==> config.mk <==
export PLATFORM = sky130hd
export DESIGN_NAME = gpio_matrix_mapper
export DESIGN_NICKNAME = d
export VERILOG_FILES = /design/src/rtl/gmm_pkg.sv /design/src/rtl/gmm_bank_masks.sv /design/src/rtl/gmm_readback.sv /design/src/rtl/gmm_seq.sv /design/src/rtl/gpio_matrix_mapper.sv
export SDC_FILE = /design/constraint.sdc
export NUM_CORES = 1
export LEC_CHECK = 0
export ABC_AREA = 1
export ABC_CLOCK_PERIOD_IN_PS = 2230
export BUFFER_PORTS_ARGS = -buffer_cell sky130_fd_sc_hd__buf_2
export CAP_MARGIN = 20
export CORE_AREA = 2 2 85 87
export DETAILED_ROUTE_END_ITERATION = 7
export DIE_AREA = 0 0 87 89
export PLACE_DENSITY = 0.8
export SKIP_CTS_REPAIR_TIMING = 1
export SYNTH_ARGS = -nofsm -noshare
export SYNTH_HDL_FRONTEND = slang
export SYNTH_SLANG_ARGS = --single-unit
==> constraint.sdc <==
create_clock -name clk -period 2.23 [get_ports clk]
set_input_delay 0.446 -clock clk [delete_from_list [all_inputs] [get_ports clk]]
set_output_delay 0.446 -clock clk [all_outputs]
set_load 0.01 [all_outputs]
==> src/rtl/gmm_pkg.sv <==
package gmm_pkg;
  localparam int NCH   = 16;
  localparam int BW    = 32;
  localparam int WW    = 2 * NCH;
  localparam int NBANK = 2;
  localparam int SELW  = 2;

  typedef enum logic [SELW-1:0] {
    SEL_OE  = 2'd0,
    SEL_IN  = 2'd1,
    SEL_CLR = 2'd2,
    SEL_SET = 2'd3
  } bank_sel_e;

  typedef enum logic [2:0] {
    ST_IDLE   = 3'd0,
    ST_RD_OE1 = 3'd1,
    ST_WR_OE1 = 3'd2,
    ST_RD_OE2 = 3'd3,
    ST_WR_OE2 = 3'd4,
    ST_RD_IN  = 3'd5,
    ST_CAP    = 3'd6,
    ST_SET    = 3'd7
  } seq_st_e;

  // Bank number (1 or 2) of a logical channel.
  function automatic int ch_bank(int ch);
    return (ch >= 4 && ch <= 10) ? 1 : 2;
  endfunction

  // Pin index inside its bank of a logical channel.
  function automatic int ch_pin(int ch);
    case (ch)
      0:  return 2;
      1:  return 3;
      2:  return 5;
      3:  return 4;
      4:  return 13;
      5:  return 12;
      6:  return 28;
      7:  return 18;
      8:  return 15;
      9:  return 14;
      10: return 19;
      11: return 1;
      12: return 22;
      13: return 24;
      14: return 23;
      15: return 25;
      default: return 0;
    endcase
  endfunction

  // All pins of a bank that some channel drives.
  function automatic logic [BW-1:0] bank_map(int bank);
    logic [BW-1:0] m;
    m = '0;
    for (int c = 0; c < NCH; c++)
      if (ch_bank(c) == bank) m[ch_pin(c)] = 1'b1;
    return m;
  endfunction

  // New output-enable value: mapped bits follow direction, rest kept.
  function automatic logic [BW-1:0] oe_merge(logic [WW-1:0] w, logic [BW-1:0] cur, int bank);
    logic [BW-1:0] r;
    r = cur;
    for (int c = 0; c < NCH; c++)
      if (ch_bank(c) == bank) r[ch_pin(c)] = w[c];
    return r;
  endfunction

  // Pins to drive high (output channels with level 1).
  function automatic logic [BW-1:0] set_mask(logic [WW-1:0] w, int bank);
    logic [BW-1:0] r;
    r = '0;
    for (int c = 0; c < NCH; c++)
      if (ch_bank(c) == bank && !w[c] && w[c+NCH]) r[ch_pin(c)] = 1'b1;
    return r;
  endfunction

  // Pins to drive low (output channels with level 0).
  function automatic logic [BW-1:0] clr_mask(logic [WW-1:0] w, int bank);
    logic [BW-1:0] r;
    r = '0;
    for (int c = 0; c < NCH; c++)
      if (ch_bank(c) == bank && !w[c] && !w[c+NCH]) r[ch_pin(c)] = 1'b1;
    return r;
  endfunction

  // Copy sampled pin levels into the level bits of input channels.
  function automatic logic [WW-1:0] readback(logic [WW-1:0] w, logic [BW-1:0] in1,
                                             logic [BW-1:0] in2);
    logic [WW-1:0] r;
    r = w;
    for (int c = 0; c < NCH; c++)
      if (w[c]) r[c+NCH] = (ch_bank(c) == 1) ? in1[ch_pin(c)] : in2[ch_pin(c)];
    return r;
  endfunction
endpackage

==> src/rtl/gmm_bank_masks.sv <==
module gmm_bank_masks
  import gmm_pkg::*;
#(
  parameter int BANK = 1
) (
  input  logic [WW-1:0] word,
  input  logic [BW-1:0] cur_oe,
  output logic [BW-1:0] oe_next,
  output logic [BW-1:0] set_m,
  output logic [BW-1:0] clr_m
);
  always_comb begin
    oe_next = oe_merge(word, cur_oe, BANK);
    set_m   = set_mask(word, BANK);
    clr_m   = clr_mask(word, BANK);
  end
endmodule

==> src/rtl/gmm_readback.sv <==
module gmm_readback
  import gmm_pkg::*;
(
  input  logic [WW-1:0] word,
  input  logic [BW-1:0] in1,
  input  logic [BW-1:0] in2,
  output logic [WW-1:0] word_next
);
  always_comb word_next = readback(word, in1, in2);
endmodule

==> src/rtl/gmm_seq.sv <==
module gmm_seq
  import gmm_pkg::*;
(
  input  logic    clk,
  input  logic    rst_n,
  input  logic    start,
  output seq_st_e state,
  output logic    busy,
  output logic    load
);
  seq_st_e nxt;

  always_comb begin
    nxt = state;
    case (state)
      ST_IDLE:   if (start) nxt = ST_RD_OE1;
      ST_RD_OE1: nxt = ST_WR_OE1;
      ST_WR_OE1: nxt = ST_RD_OE2;
      ST_RD_OE2: nxt = ST_WR_OE2;
      ST_WR_OE2: nxt = ST_RD_IN;
      ST_RD_IN:  nxt = ST_CAP;
      ST_CAP:    nxt = ST_SET;
      ST_SET:    nxt = ST_IDLE;
      default:   nxt = ST_IDLE;
    endcase
  end

  always_ff @(posedge clk or negedge rst_n) begin
    if (!rst_n) state <= ST_IDLE;
    else        state <= nxt;
  end

  assign busy = (state != ST_IDLE);
  assign load = !busy && start;
endmodule

==> src/rtl/gpio_matrix_mapper.sv <==
module gpio_matrix_mapper
  import gmm_pkg::*;
(
  input  logic            clk,
  input  logic            rst_n,
  input  logic            start,
  input  logic [WW-1:0]   word_in,
  output logic            done,
  output logic [WW-1:0]   word_out,
  output logic            b1_en,
  output logic            b1_wr,
  output logic [SELW-1:0] b1_sel,
  output logic [BW-1:0]   b1_wdata,
  input  logic [BW-1:0]   b1_rdata,
  output logic            b2_en,
  output logic            b2_wr,
  output logic [SELW-1:0] b2_sel,
  output logic [BW-1:0]   b2_wdata,
  input  logic [BW-1:0]   b2_rdata
);
  seq_st_e       state;
  logic          busy;
  logic          load;
  logic [WW-1:0] word_q;
  logic [WW-1:0] word_rb;

  logic [BW-1:0]   rdata   [NBANK];
  logic [BW-1:0]   oe_next [NBANK];
  logic [BW-1:0]   set_m   [NBANK];
  logic [BW-1:0]   clr_m   [NBANK];
  logic            en      [NBANK];
  logic            wr      [NBANK];
  logic [SELW-1:0] sel     [NBANK];
  logic [BW-1:0]   wdata   [NBANK];

  // Named events for the checker.
  logic ev_oe1_wr, ev_oe2_wr, ev_in_rd, ev_clr_wr, ev_set_wr;

  gmm_seq u_seq (
    .clk   (clk),
    .rst_n (rst_n),
    .start (start),
    .state (state),
    .busy  (busy),
    .load  (load)
  );

  assign rdata[0] = b1_rdata;
  assign rdata[1] = b2_rdata;

  for (genvar g = 0; g < NBANK; g++) begin : g_bank
    gmm_bank_masks #(.BANK(g + 1)) u_masks (
      .word    (word_q),
      .cur_oe  (rdata[g]),
      .oe_next (oe_next[g]),
      .set_m   (set_m[g]),
      .clr_m   (clr_m[g])
    );

    localparam seq_st_e RD_OE = (g == 0) ? ST_RD_OE1 : ST_RD_OE2;
    localparam seq_st_e WR_OE = (g == 0) ? ST_WR_OE1 : ST_WR_OE2;

    always_comb begin
      en[g]    = 1'b0;
      wr[g]    = 1'b0;
      sel[g]   = SEL_OE;
      wdata[g] = '0;
      if (state == RD_OE) begin
        en[g] = 1'b1;
      end else if (state == WR_OE) begin
        en[g]    = 1'b1;
        wr[g]    = 1'b1;
        wdata[g] = oe_next[g];
      end else if (state == ST_RD_IN) begin
        en[g]  = 1'b1;
        sel[g] = SEL_IN;
      end else if (state == ST_CAP) begin
        en[g]    = 1'b1;
        wr[g]    = 1'b1;
        sel[g]   = SEL_CLR;
        wdata[g] = clr_m[g];
      end else if (state == ST_SET) begin
        en[g]    = 1'b1;
        wr[g]    = 1'b1;
        sel[g]   = SEL_SET;
        wdata[g] = set_m[g];
      end
    end
  end

  gmm_readback u_rb (
    .word      (word_q),
    .in1       (b1_rdata),
    .in2       (b2_rdata),
    .word_next (word_rb)
  );

  always_ff @(posedge clk or negedge rst_n) begin
    if (!rst_n)                 word_q <= '0;
    else if (load)              word_q <= word_in;
    else if (state == ST_CAP)   word_q <= word_rb;
  end

  assign word_out = word_q;
  assign done     = (state == ST_SET);

  assign b1_en    = en[0];
  assign b1_wr    = wr[0];
  assign b1_sel   = sel[0];
  assign b1_wdata = wdata[0];
  assign b2_en    = en[1];
  assign b2_wr    = wr[1];
  assign b2_sel   = sel[1];
  assign b2_wdata = wdata[1];

  assign ev_oe1_wr = b1_en && b1_wr && (b1_sel == SEL_OE);
  assign ev_oe2_wr = b2_en && b2_wr && (b2_sel == SEL_OE);
  assign ev_in_rd  = b1_en && !b1_wr && (b1_sel == SEL_IN);
  assign ev_clr_wr = b1_en && b1_wr && (b1_sel == SEL_CLR);
  assign ev_set_wr = b1_en && b1_wr && (b1_sel == SEL_SET);
endmodule

== Yosys cells after proc, flatten, opt, wreduce, memory -nomap -nowiden ==
Cells that the tools add are included.

* Output and inout bits: 105
* Input bits: 99
* Bits in registers: 35
* Word-level logic and storage cells: 508

* Equality and inequality tests: 8
* Reduce and logical (&&, ||, !) cells: 133
* Muxes and demuxes: 241
* Order comparisons: 80
* Bitwise logic cells: 28

{| class="wikitable"
|+ Operator list
! cell !! number
|-
| 32-bit 2-to-1 mux || 92
|-
| 32-bit by 7-bit < comparator with 1-bit output (second input constant) || 48
|-
| 32-bit by 1-bit greater-or-equal comparator with 1-bit output (second input constant) || 32
|-
| 32-bit bitwise OR || 28
|-
| 1-bit demux with 5-bit select || 32
|-
| 1-bit 2-to-1 mux || 92
|-
| 1-bit binary-select mux with 5-bit select || 16
|-
| 1-bit logical AND || 65
|-
| 2-bit nonzero test || 17
|-
| 1-bit zero test || 33
|-
| 2-bit AND reduction || 16
|-
| 3-bit one-hot mux with 8 select lines || 1
|-
| 2-bit 2-to-1 mux || 7
|-
| 3-bit equality test (second input constant) || 4
|-
| 3-bit by 2-bit equality test with 1-bit output (second input constant) || 2
|-
| 3-bit by 1-bit equality test with 1-bit output (second input constant) || 1
|-
| 3-bit zero test || 1
|-
| 3-bit 2-to-1 mux || 1
|-
| 3-bit nonzero test || 1
|-
| 2-bit inequality test (second input constant) || 1
|}

== Depth between registers and ports, before layout ==
Gate-level depths: netlist (run 1).

* Word-level depth: 29
* Gate-level depth with buffers: 9
* Gate-level depth less buffers: 9

== By module ==
A second synthesis (run 1) with hierarchy kept.

* Cell total of the unflattened synthesis: 872
* Area, all modules: 5273.8 um2

{| class="wikitable"
|+ Modules (own cells, without submodules)
! module !! cells an instance !! instances !! area an instance (um2) !! sequential area each (um2)
|-
| gpio_matrix_mapper || 568 || 1 || 3348.2 || 800.8
|-
| gmm_bank_masks (g_bank[0].u_masks) || 104 || 1 || 715.7 || 0.0
|-
| gmm_bank_masks (g_bank[1].u_masks) || 106 || 1 || 713.2 || 0.0
|-
| gmm_readback || 80 || 1 || 360.3 || 0.0
|-
| gmm_seq || 14 || 1 || 136.4 || 75.1
|}

== Least setup slack after synthesis (run 1) ==
Ideal clock, no wire load.

* Path kind: reg2out
* Start: register u_seq.state[0]
* End: output b2_wdata[22]
* Buffers on the path: 1
* Stages on the path, launching flop included: 8
* Arrival: 1.364 ns
* Data required time: 1.784 ns
* Slack: 0.420 ns
* Cells stage by stage: dfrtp_1 -> inv_1 -> ha_1 -> nand2_2 -> inv_2 -> buf_4 -> o21ai_0 -> a21oi_1

* Word-level cells in the longest chain between the ends: 6
* Elaborated cells on any way between the ends: 10
* Classes of those cells: eq/ne (5); mux (5)

{| class="wikitable"
|+ Ends and longest elaborated chain
! what !! RTL line !! RTL
|-
| start, declared || gmm_seq.sv:7 || <nowiki>output seq_st_e state,</nowiki>
|-
| start signal, assigned || gmm_seq.sv:30 || <nowiki>else state <= nxt;</nowiki>
|-
| 3-bit equality test || gpio_matrix_mapper.sv:82 || <nowiki>end else if (state == ST_SET) begin</nowiki>
|-
| 32-bit 2-to-1 mux || gpio_matrix_mapper.sv:82 ||
|-
| 32-bit 2-to-1 mux || gpio_matrix_mapper.sv:77 || <nowiki>end else if (state == ST_CAP) begin</nowiki>
|-
| 32-bit 2-to-1 mux || gpio_matrix_mapper.sv:74 || <nowiki>end else if (state == ST_RD_IN) begin</nowiki>
|-
| 32-bit 2-to-1 mux || gpio_matrix_mapper.sv:70 || <nowiki>end else if (state == WR_OE) begin</nowiki>
|-
| 32-bit 2-to-1 mux (*) || gpio_matrix_mapper.sv:68 || <nowiki>if (state == RD_OE) begin</nowiki>
|-
| end, declared || gpio_matrix_mapper.sv:18 || <nowiki>output logic [BW-1:0] b2_wdata,</nowiki>
|}

Every way passes the cells marked *; elsewhere a longest branch is shown, timed or not.

== Worst setup path in the final report (run 1) ==
* Start: register u_seq.state[0]
* End: output b2_wdata[4]

The elaborated chain is that of the path after synthesis.

==> flow_summary_export.csv, run 1 <==
group,metric,value,unit
run_status,status,"complete, but fails checks",
run_status,violations,"setup timing",
synth,synth_top_family_by_area,"simple AND/OR/NAND/NOR gates",
placed_design,dp_slack,0.213,ns
sta,fin_hold_ws,0.243,ns
synth,yosysTopAreaCell,"dfrtp_1",
finish,antenna_cells,0,
drt,vias,3561,
pwr,p_leak,2.52,nW
clocking,clk_pin_slew_worst_paths,0.06,ns
floorplan,rows,30,
synth,ys_warn_count,0,
floorplan,die_h,89,um
floorplan,die_w,87,um
synth,yosys-top-cells-area,"dfrtp_1 32%, nand2_1 21%, inv_1 8.6%, nor2_1 8.4%, o21ai_0 8.3%",
synth,syn_avg_cell_area,6.03,um2
pwr,power_density,1370,nW/um2
synth,synth-xor-area-share,0,
clocking,cts_tree,"yes",
sta,slew_viol_final,0,
drt,drc_errors,0,
critical_path,critical_path_class,"flip-flop to primary output",
finish,drive_above_1_share,0.414,
placed_design,place_congestion,0.848,
critical_path,required,1.78,ns
floorplan,dieArea,7740,um2
clocking,htreeDepth,2,
sta,rsz0062_at_grt,"yes",
sta,fin_worst_skew,0.00480,ns
synth,muxShareOfSynthArea,0,
sta,slew_headroom,0.486,
synth,synth_adder_area_share,0.0184,
critical_path,endpoint_kind,"primary output",
clocking,clk_latency,0.28,ns
global_route,grt_pass1_vias,2854,
global_route,grt_usage,0.200,
synth,async_flop_share,1.00,
critical_path,r2r-start,"u_seq.state[0]",
sta,max_freq,445,MHz
global_route,grt_pass1_wl,12500,um
critical_path,reg2reg_slack,0.43,ns
sta,worst_pin_slew,0.771,ns
drt,dr.pass1.iters,4,
clocking,cts-root-buf,"clkbuf_8",
synth,seq_area_frac_synth,0.322,
drt,wire_per_inst,13.2,um
synth,synthesis.nets,554,
sta,period_minus_slack,2.25,ns
drt,wl,9710,um
pwr,ir_drop,0.617,mV
critical_path,startpoint_type,"flip-flop",
synth,synth_top_area_frac,0.322,
pwr,finalPower,0.00567,W
drt,drtAntennaViolNets,0,
floorplan,core,6720,um2
sta,setup_viol,4,
global_route,grt_overflow,0,
global_route,antenna_found_initial,0,
min_path,hp-class,"input pin to async pin",
critical_path,worst_r2r_path_depth,9,
synth,synth-main-ff-cell,"dfrtp_1",
synth,yosysMostFrequentCell,"nand2_1",
finish,area_growth_syn_to_layout,52.2,%
synth,synth_seq_cells,35,
floorplan,ios,204,
global_route,grt_max_degree,41,
finish,fillers,606,
clocking,cts.sinks,35,
sta,setup_slack,-0.0171,ns
finish,final_util,0.616,
sta,fin_crit_sh,1.01,
critical_path,r2r-end,"word_out[26]",
drt,initialDrtViolationCount,172,
placed_design,io_buffers,203,
finish,nNetsFinal,757,
synth,syn_area,2720,um2
synth,syn_inst,451,
synth,synth_compound_area_frac,0.176,
placed_design,dp.final_hpwl,6790,um
clocking,cts_buffers,5,
floorplan,start_util,0.404,
synth,synth_edf_count,0,
run,cap_violations,0,
finish,regArea,877,um2
finish,multiInputGateArea,1660,um2
clocking,clk_path_buf_depth,2,
synth,ys_types,21,
drt,via_per_inst,4.84,
synth,synth_commonest_cells,"152 x nand2_1, 62 x inv_1, 61 x nor2_1",
critical_path,critPathArrivalTime,1.80,ns
critical_path,crit_fanout,5,
synth,yosys.area_share.simple,0.333,
sta,hold_violations,0,
==> layer usage <==
metal,share of wire,track usage
met1,0.40,0.229
met2,0.49,0.378
met3,0.088,0.0443
met4,0.021,0.0483
met5,0,0
==> sequential cells by signal (all words and copies together) (netlist names) <==
signal       flops
word_out        32
u_seq.state      3
==> critical path, stage by stage (launching register included) <==
cell        delay (ns)
dfrtp_1           0.45
inv_2             0.14
ha_4              0.21
clkinvlp_4        0.13
buf_12            0.16
nand2_8           0.10
nand2_1           0.07
nand2_1           0.09
a21oi_2           0.05
buf_2             0.13
==> cell type report <==
type | count | share of cell area
well taps | 80 | 0.0242
flip-flops and latches | 35 | 0.212
inverters | 67 | 0.0641
clock inverters | 1 | 0.00121
repair buffers | 215 | 0.278
clock buffers | 7 | 0.0185
multi-input cells | 330 | 0.402
==> worst max path at each step <==
stage              startpoint            to
2_1_floorplan  u_seq.state[0]  b2_wdata[22]
3_3_place_gp   u_seq.state[0]   b2_wdata[4]
3_5_place_dp   u_seq.state[0]   b2_wdata[1]
4_1_cts        u_seq.state[0]   b2_wdata[1]
5_1_grt        u_seq.state[1]  b1_wdata[28]
6_report       u_seq.state[0]   b2_wdata[4]
==> placed cells by master (no fill, tap or decap), types with 5 or more instances in the layout <==
cell type / count
nand2_1: 140
o21ai_1: 24
nand3_2: 5
dfrtp_1: 34
inv_2: 5
nand2_4: 5
nor2_1: 60
clkbuf_8: 5
a21oi_1: 21
a21oi_2: 7
inv_1: 58
nand2_8: 5
o21ai_0: 42
buf_4: 7
nand2_2: 12
buf_2: 203
==> kinds of logic (layout without fill, tap and decap cells) <==
family                     after synthesis  after routing
and+or+nand+nor                        227            231
AOI/OAI and AO/OA                       95             95
buffers and inverters                   90            290
DFF                                     35             35
adders and majority gates                4              4
==> report_power, final <==
part	switching, W	total [W]	internal, W
combinational	0.00243	0.00397	0.00154
clock	0.000207	0.000426	0.000219
sequential	0.000311	0.00127	0.000957
total	0.00295	0.00567	0.00272
==> per-stage QoR <==
step | instances | setup TNS [ns] | area [um2]
CTS | 724 | -0.967 | 3820
global route | 735 | -1.22 | 4140
finish | 735 | -0.0415 | 4140
global placement | 716 | 0 | 3740
detailed placement | 716 | 0 | 3740
floorplan | 451 | 0 | 2720
Power figures use the tool's default switching activity.
==> run 2, diff against run 1 <==
--- a/config.mk
+++ b/config.mk
@@ -5,13 +5,12 @@
 export SDC_FILE = /design/constraint.sdc
 export NUM_CORES = 1
 export LEC_CHECK = 0
-export ABC_AREA = 1
 export ABC_CLOCK_PERIOD_IN_PS = 2230
 export BUFFER_PORTS_ARGS = -buffer_cell sky130_fd_sc_hd__buf_2
 export CAP_MARGIN = 20
-export CORE_AREA = 2 2 85 87
+export CORE_AREA = 2 2 84 86
 export DETAILED_ROUTE_END_ITERATION = 7
-export DIE_AREA = 0 0 87 89
+export DIE_AREA = 0 0 86 88
 export PLACE_DENSITY = 0.8
 export SKIP_CTS_REPAIR_TIMING = 1
 export SYNTH_ARGS = -nofsm -noshare
==> flow_summary_export.csv, run 2 <==
group,metric,value,unit
critical_path,reg2reg_slack,0.44,ns
critical_path,r2r-end,"word_out[14]",
sta,max_freq,445,MHz
placed_design,place_congestion,0.849,
floorplan,core,6640,um2
global_route,antenna_found_initial,0,
clocking,cts.sinks,35,
critical_path,critPathArrivalTime,1.80,ns
synth,synth_edf_count,0,
global_route,grt_usage,0.205,
pwr,seqPwrFrac,0.250,
floorplan,rows,30,
finish,stdcell_area,4240,um2
critical_path,worst_r2r_path_depth,6,
sta,rsz0062_at_grt,"yes",
sta,fin_worst_skew,0.00381,ns
global_route,grt_pass1_wl,12300,um
placed_design,io_buffers,203,
floorplan,ios,204,
clocking,clk_latency,0.28,ns
run_status,status,"complete, but fails checks",
drt,wl,9170,um
finish,area_growth_syn_to_layout,62.9,%
pwr,power_density,1300,nW/um2
global_route,grt_pass1_vias,2577,
floorplan,dieArea,7570,um2
run_status,violations,"setup timing",
synth,yosysMostFrequentCell,"and3_1",
sta,worst_pin_slew,0.784,ns
synth,syn_avg_cell_area,9.13,um2
sta,hold_violations,0,
placed_design,dpl_cell_area,3650,um2
sta,period_minus_slack,2.25,ns
synth,yosysTopAreaCell,"dfrtp_1",
pwr,ir_drop,0.713,mV
synth,ys_warn_count,0,
sta,setup_slack,-0.0197,ns
synth,synthesis.nets,388,
global_route,grt_max_degree,49,
drt,drc_errors,0,
drt,vias,2993,
synth,async_flop_share,1.00,
finish,final_common_cell,"buf_2",
finish,antenna_cells,0,
drt,wire_per_inst,16.2,um
critical_path,endpoint_kind,"primary output",
pwr,p_sw,0.00248,W
finish,largest_reg_flops,32,
floorplan,start_util,0.392,
clocking,cts-root-buf,"clkbuf_8",
finish,mostFrequentLayoutCells,"184 x buf_2, 33 x dfrtp_1, 29 x and3_1",
pwr,p_leak,2.40,nW
run,cap_violations,0,
drt,dr.pass1.iters,4,
sta,slew_viol_final,0,
drt,via_per_inst,5.29,
pwr,internal_power,0.00301,W
finish,nNetsFinal,590,
clocking,clk_path_buf_depth,2,
critical_path,startpoint_type,"flip-flop",
finish,final_util,0.638,
sta,setup_viol,8,
clocking,htreeDepth,2,
clocking,clk_pin_slew_worst_paths,0.06,ns
min_path,hp-class,"input pin to async pin",
critical_path,r2r-start,"u_seq.state[1]",
synth,yosys-top-cells-area,"dfrtp_1 34%, and3_1 12%, mux2i_1 9.6%, mux2_4 9.2%, a21oi_1 4.8%",
synth,synth_seq_cells,35,
clocking,cts_buffers,5,
placed_design,dp_slack,0.0956,ns
synth,ys_types,35,
placed_design,dp.final_hpwl,6370,um
synth,synth_top_area_frac,0.337,
synth,syn_area,2600,um2
synth,seq_area_frac_synth,0.337,
critical_path,critical_path_class,"flip-flop to primary output",
drt,initialDrtViolationCount,122,
pwr,combPwrFrac,0.675,
floorplan,die_w,86,um
pwr,clkPwrFrac,0.075,
drt,drtAntennaViolNets,0,
sta,slew_headroom,0.477,
clocking,cts_tree,"yes",
synth,syn_inst,285,
critical_path,crit_fanout,9,
synth,synth_commonest_cells,"48 x and3_1, 35 x dfrtp_1, 28 x nor2_1",
synth,synth-main-ff-cell,"dfrtp_1",
critical_path,required,1.78,ns
sta,fin_crit_sh,1.01,
finish,drive_above_1_share,0.601,
global_route,grt_overflow,0,
pwr,swShare,0.451,
floorplan,die_h,88,um
==> run 2: cell count changes in the layout (fill, tap and decap cells not counted), moves of 20 or more <==
cell / delta
nor2_1: -33
buf_6: +20
inv_1: -58
mux2i_1: +25
o21ai_1: -24
nand2_1: -131
and3_1: +29
o21ai_0: -41
==> run 2: worst max-delay path, cell delays in order, from the launching register on <==
cell,delay (ns)
dfrtp_2,0.46
buf_4,0.17
ha_4,0.19
nor2b_4,0.16
nand2b_4,0.14
o31ai_1,0.24
buf_2,0.17
==> run 2: worst max-delay path by stage <==
stage	startpoint	end	slack (ns)	cells after the start
after global routing	u_seq.state[0]	b2_wdata[5]	-0.11	8
final	u_seq.state[0]	b2_wdata[23]	-0.02	6
after floorplan	u_seq.state[0]	b2_wdata[22]	0.35	6
after global placement	u_seq.state[0]	b1_wdata[13]	0.15	7
after CTS	u_seq.state[0]	b2_wdata[25]	-0.24	5
after detailed placement	u_seq.state[1]	b2_wdata[25]	0.1	6
==> run 2: kinds of logic (layout without fill, tap and decap cells) <==
| logic type | after synthesis | count (layout) | share of synthesized area |
|---|---|---|---|
| buffers and inverters | 31 | 232 | 0.0712 |
| adder cells (fa/ha/maj) | 4 | 4 | 0.0192 |
| flip-flops | 35 | 35 | 0.337 |
| multiplexers | 41 | 41 | 0.189 |
| AO/OA/AOI/OAI | 48 | 48 | 0.113 |
| AND/OR/NAND/NOR | 126 | 126 | 0.271 |
==> run 2: power groups by stage <==
stage	Clock [W]	Combinational [W]	Sequential, W
2_1_floorplan	0	0.00187	0.00141
3_3_place_gp	0	0.00299	0.00133
3_5_place_dp	0	0.00306	0.00134
4_1_cts	0.000421	0.00307	0.00133
5_1_grt	0.000450	0.00399	0.00142
6_report	0.000410	0.00371	0.00137
==> run 2: routing by layer <==
metal / wire length, um / track usage / vias up
met5: 0 / 0 / -
met4: 225 / 0.0765 / 0
met1: 3480 / 0.232 / 1414
met2: 4810 / 0.375 / 137
met3: 649 / 0.0481 / 22
li1: - / - / 1420
==> run 2: layout make-up <==
type | count | area [um2]
fillers | 534 | 2410
multi-input cells | 219 | 1760
repair buffers | 222 | 1400
flip-flops and latches | 35 | 878
well taps | 80 | 100
clock buffers | 6 | 72.6
inverters | 3 | 15.0
repair inverters | 1 | 7.51
==> run 2: through the flow <==
step | hold WS, ns | TNS [ns] | total power (W) | cells
after floorplan | 0.150 | 0 | 0.00328 | 285
after global placement | 0.570 | 0 | 0.00432 | 551
after detailed placement | 0.567 | 0 | 0.00440 | 551
after CTS | 0.268 | -4.55 | 0.00482 | 557
after global routing | 0.305 | -1.81 | 0.00586 | 566
final | 0.245 | -0.0883 | 0.00549 | 566
==> run 3, diff against run 2 <==
==> constraint.sdc (replaced) <==
create_clock -name clk -period 2.23 [get_ports clk]
set_input_delay 0.446 -clock clk [delete_from_list [all_inputs] [get_ports clk]]
set_output_delay 0.446 -clock clk [all_outputs]
set_load 0.1 [all_outputs]
==> flow_summary_export.csv, run 3 (synthesis results as in run 2) <==
group,metric,value,unit
clocking,cts_tree,"yes",
drt,wire_per_inst,17.3,um
floorplan,rows,30,
finish,final_common_cell,"buf_2",
finish,mostFrequentLayoutCells,"130 x buf_2, 76 x buf_12, 37 x and3_2",
drt,via_per_inst,5.31,
clocking,cts.sinks,35,
floorplan,ios,204,
critical_path,critPathArrivalTime,1.91,ns
placed_design,dp.cells,554,
drt,dr.pass1.iters,4,
critical_path,required,1.78,ns
sta,worst_pin_slew,0.804,ns
sta,slew_viol_final,0,
drt,drtAntennaViolNets,0,
sta,setup_slack,-0.125,ns
finish,drive_above_1_share,0.738,
global_route,grt_usage,0.247,
critical_path,critical_path_class,"flip-flop to primary output",
global_route,grt_pass1_wl,14900,um
run_status,status,"complete, but fails checks",
finish,regArea,908,um2
global_route,antenna_found_initial,0,
critical_path,startpoint_type,"flip-flop",
clocking,cts_buffers,5,
sta,hold_violations,0,
floorplan,start_util,0.392,
floorplan,dieArea,7570,um2
floorplan,core,6640,um2
sta,period_minus_slack,2.35,ns
floorplan,die_w,86,um
sta,setup_viol,44,
clocking,clk_latency,0.28,ns
finish,largest_reg_flops,32,
finish,antenna_cells,0,
run_status,violations,"setup timing",
finish,stdcell_area,5410,um2
sta,rsz0062_at_grt,"yes",
global_route,grt_pass1_vias,2982,
critical_path,crit_fanout,9,
clocking,clk_path_buf_depth,2,
placed_design,io_buffers,203,
finish,stdcell_count,564,
finish,multiInputGateArea,2030,um2
clocking,clk_pin_slew_worst_paths,0.07,ns
clocking,htreeDepth,2,
placed_design,dpl_cell_area,5220,um2
sta,fin_worst_skew,0.00843,ns
sta,max_freq,425,MHz
drt,drc_errors,0,
critical_path,endpoint_kind,"primary output",
global_route,grt_max_degree,49,
global_route,grt_overflow,0,
finish,fillers,386,
floorplan,die_h,88,um
placed_design,place_congestion,0.817,
drt,wl,9760,um
min_path,hp-class,"input pin to async pin",
drt,vias,2993,
finish,nNetsFinal,586,
sta,fin_crit_sh,1.06,
sta,slew_headroom,0.464,
placed_design,dp.final_hpwl,7600,um
clocking,cts-root-buf,"clkbuf_8",
run,cap_violations,0,
finish,area_growth_syn_to_layout,108,%
drt,initialDrtViolationCount,102,
[run 3: cell types whose count changed in the layout (fill, tap and decap cells not counted), sizes merged]
cell and delta:
buf -2, clkinvlp -2, nor2b +1, inv +1
[run 3: stage by stage]
stage / hold slack [ns] / setup TNS [ns] / setup slack (ns) / util
after floorplan: 0.150 / -1.88 / -0.198 / -
after CTS: 0.280 / -10.63 / -0.301 / 0.798
after detailed placement: 0.559 / 0 / 0.0169 / 0.785
after global routing: 0.307 / -7.26 / -0.209 / 0.814
final: 0.243 / -3.58 / -0.125 / 0.814
after global placement: 0.551 / 0 / 0.0862 / 0.785
[run 3: path summary, 6_finish.rpt]
kind / endpoint / slack [ns] / depth (start not counted) / from
hold reg to reg: word_out[5] / 0.59 / 1 / word_out[5]
hold / removal: word_out[2] / 0.24 / 1 / rst_n
setup reg to reg: word_out[13] / 0.23 / 6 / u_seq.state[0]
setup / recovery: b2_wdata[22] / -0.12 / 7 / u_seq.state[0]
max in group asynchronous: word_out[31] / 1.42 / 1 / rst_n
min in group clk: word_out[14] / 0.39 / 2 / word_in[14]
[run 3: cell type report]
class | count | area share
Timing Repair Buffer | 218 | 0.421
Clock buffer | 8 | 0.0148
Multi-Input combinational cell | 220 | 0.375
Tap cell | 80 | 0.0185
Inverter | 3 | 0.00255
Sequential cell | 35 | 0.168
[run 3: critical path, cell delays in order (launching register included)]
cell and delay (ns):
dfrtp_2 0.46, inv_2 0.08, ha_4 0.20, nor2b_4 0.15
buf_12 0.16, mux2i_2 0.09, o31ai_4 0.27, buf_12 0.21
[run 3: metal layers]
metal | wire (um) | global-route usage
met1 | 3720 | 0.293
met5 | 0 | 0
met3 | 547 | 0.0415
met4 | 76 | 0.0606
met2 | 5420 | 0.463
Power of run 3 is not shown: default switching activity piles up to over one toggle a cycle in this logic, so the estimate is an artifact.
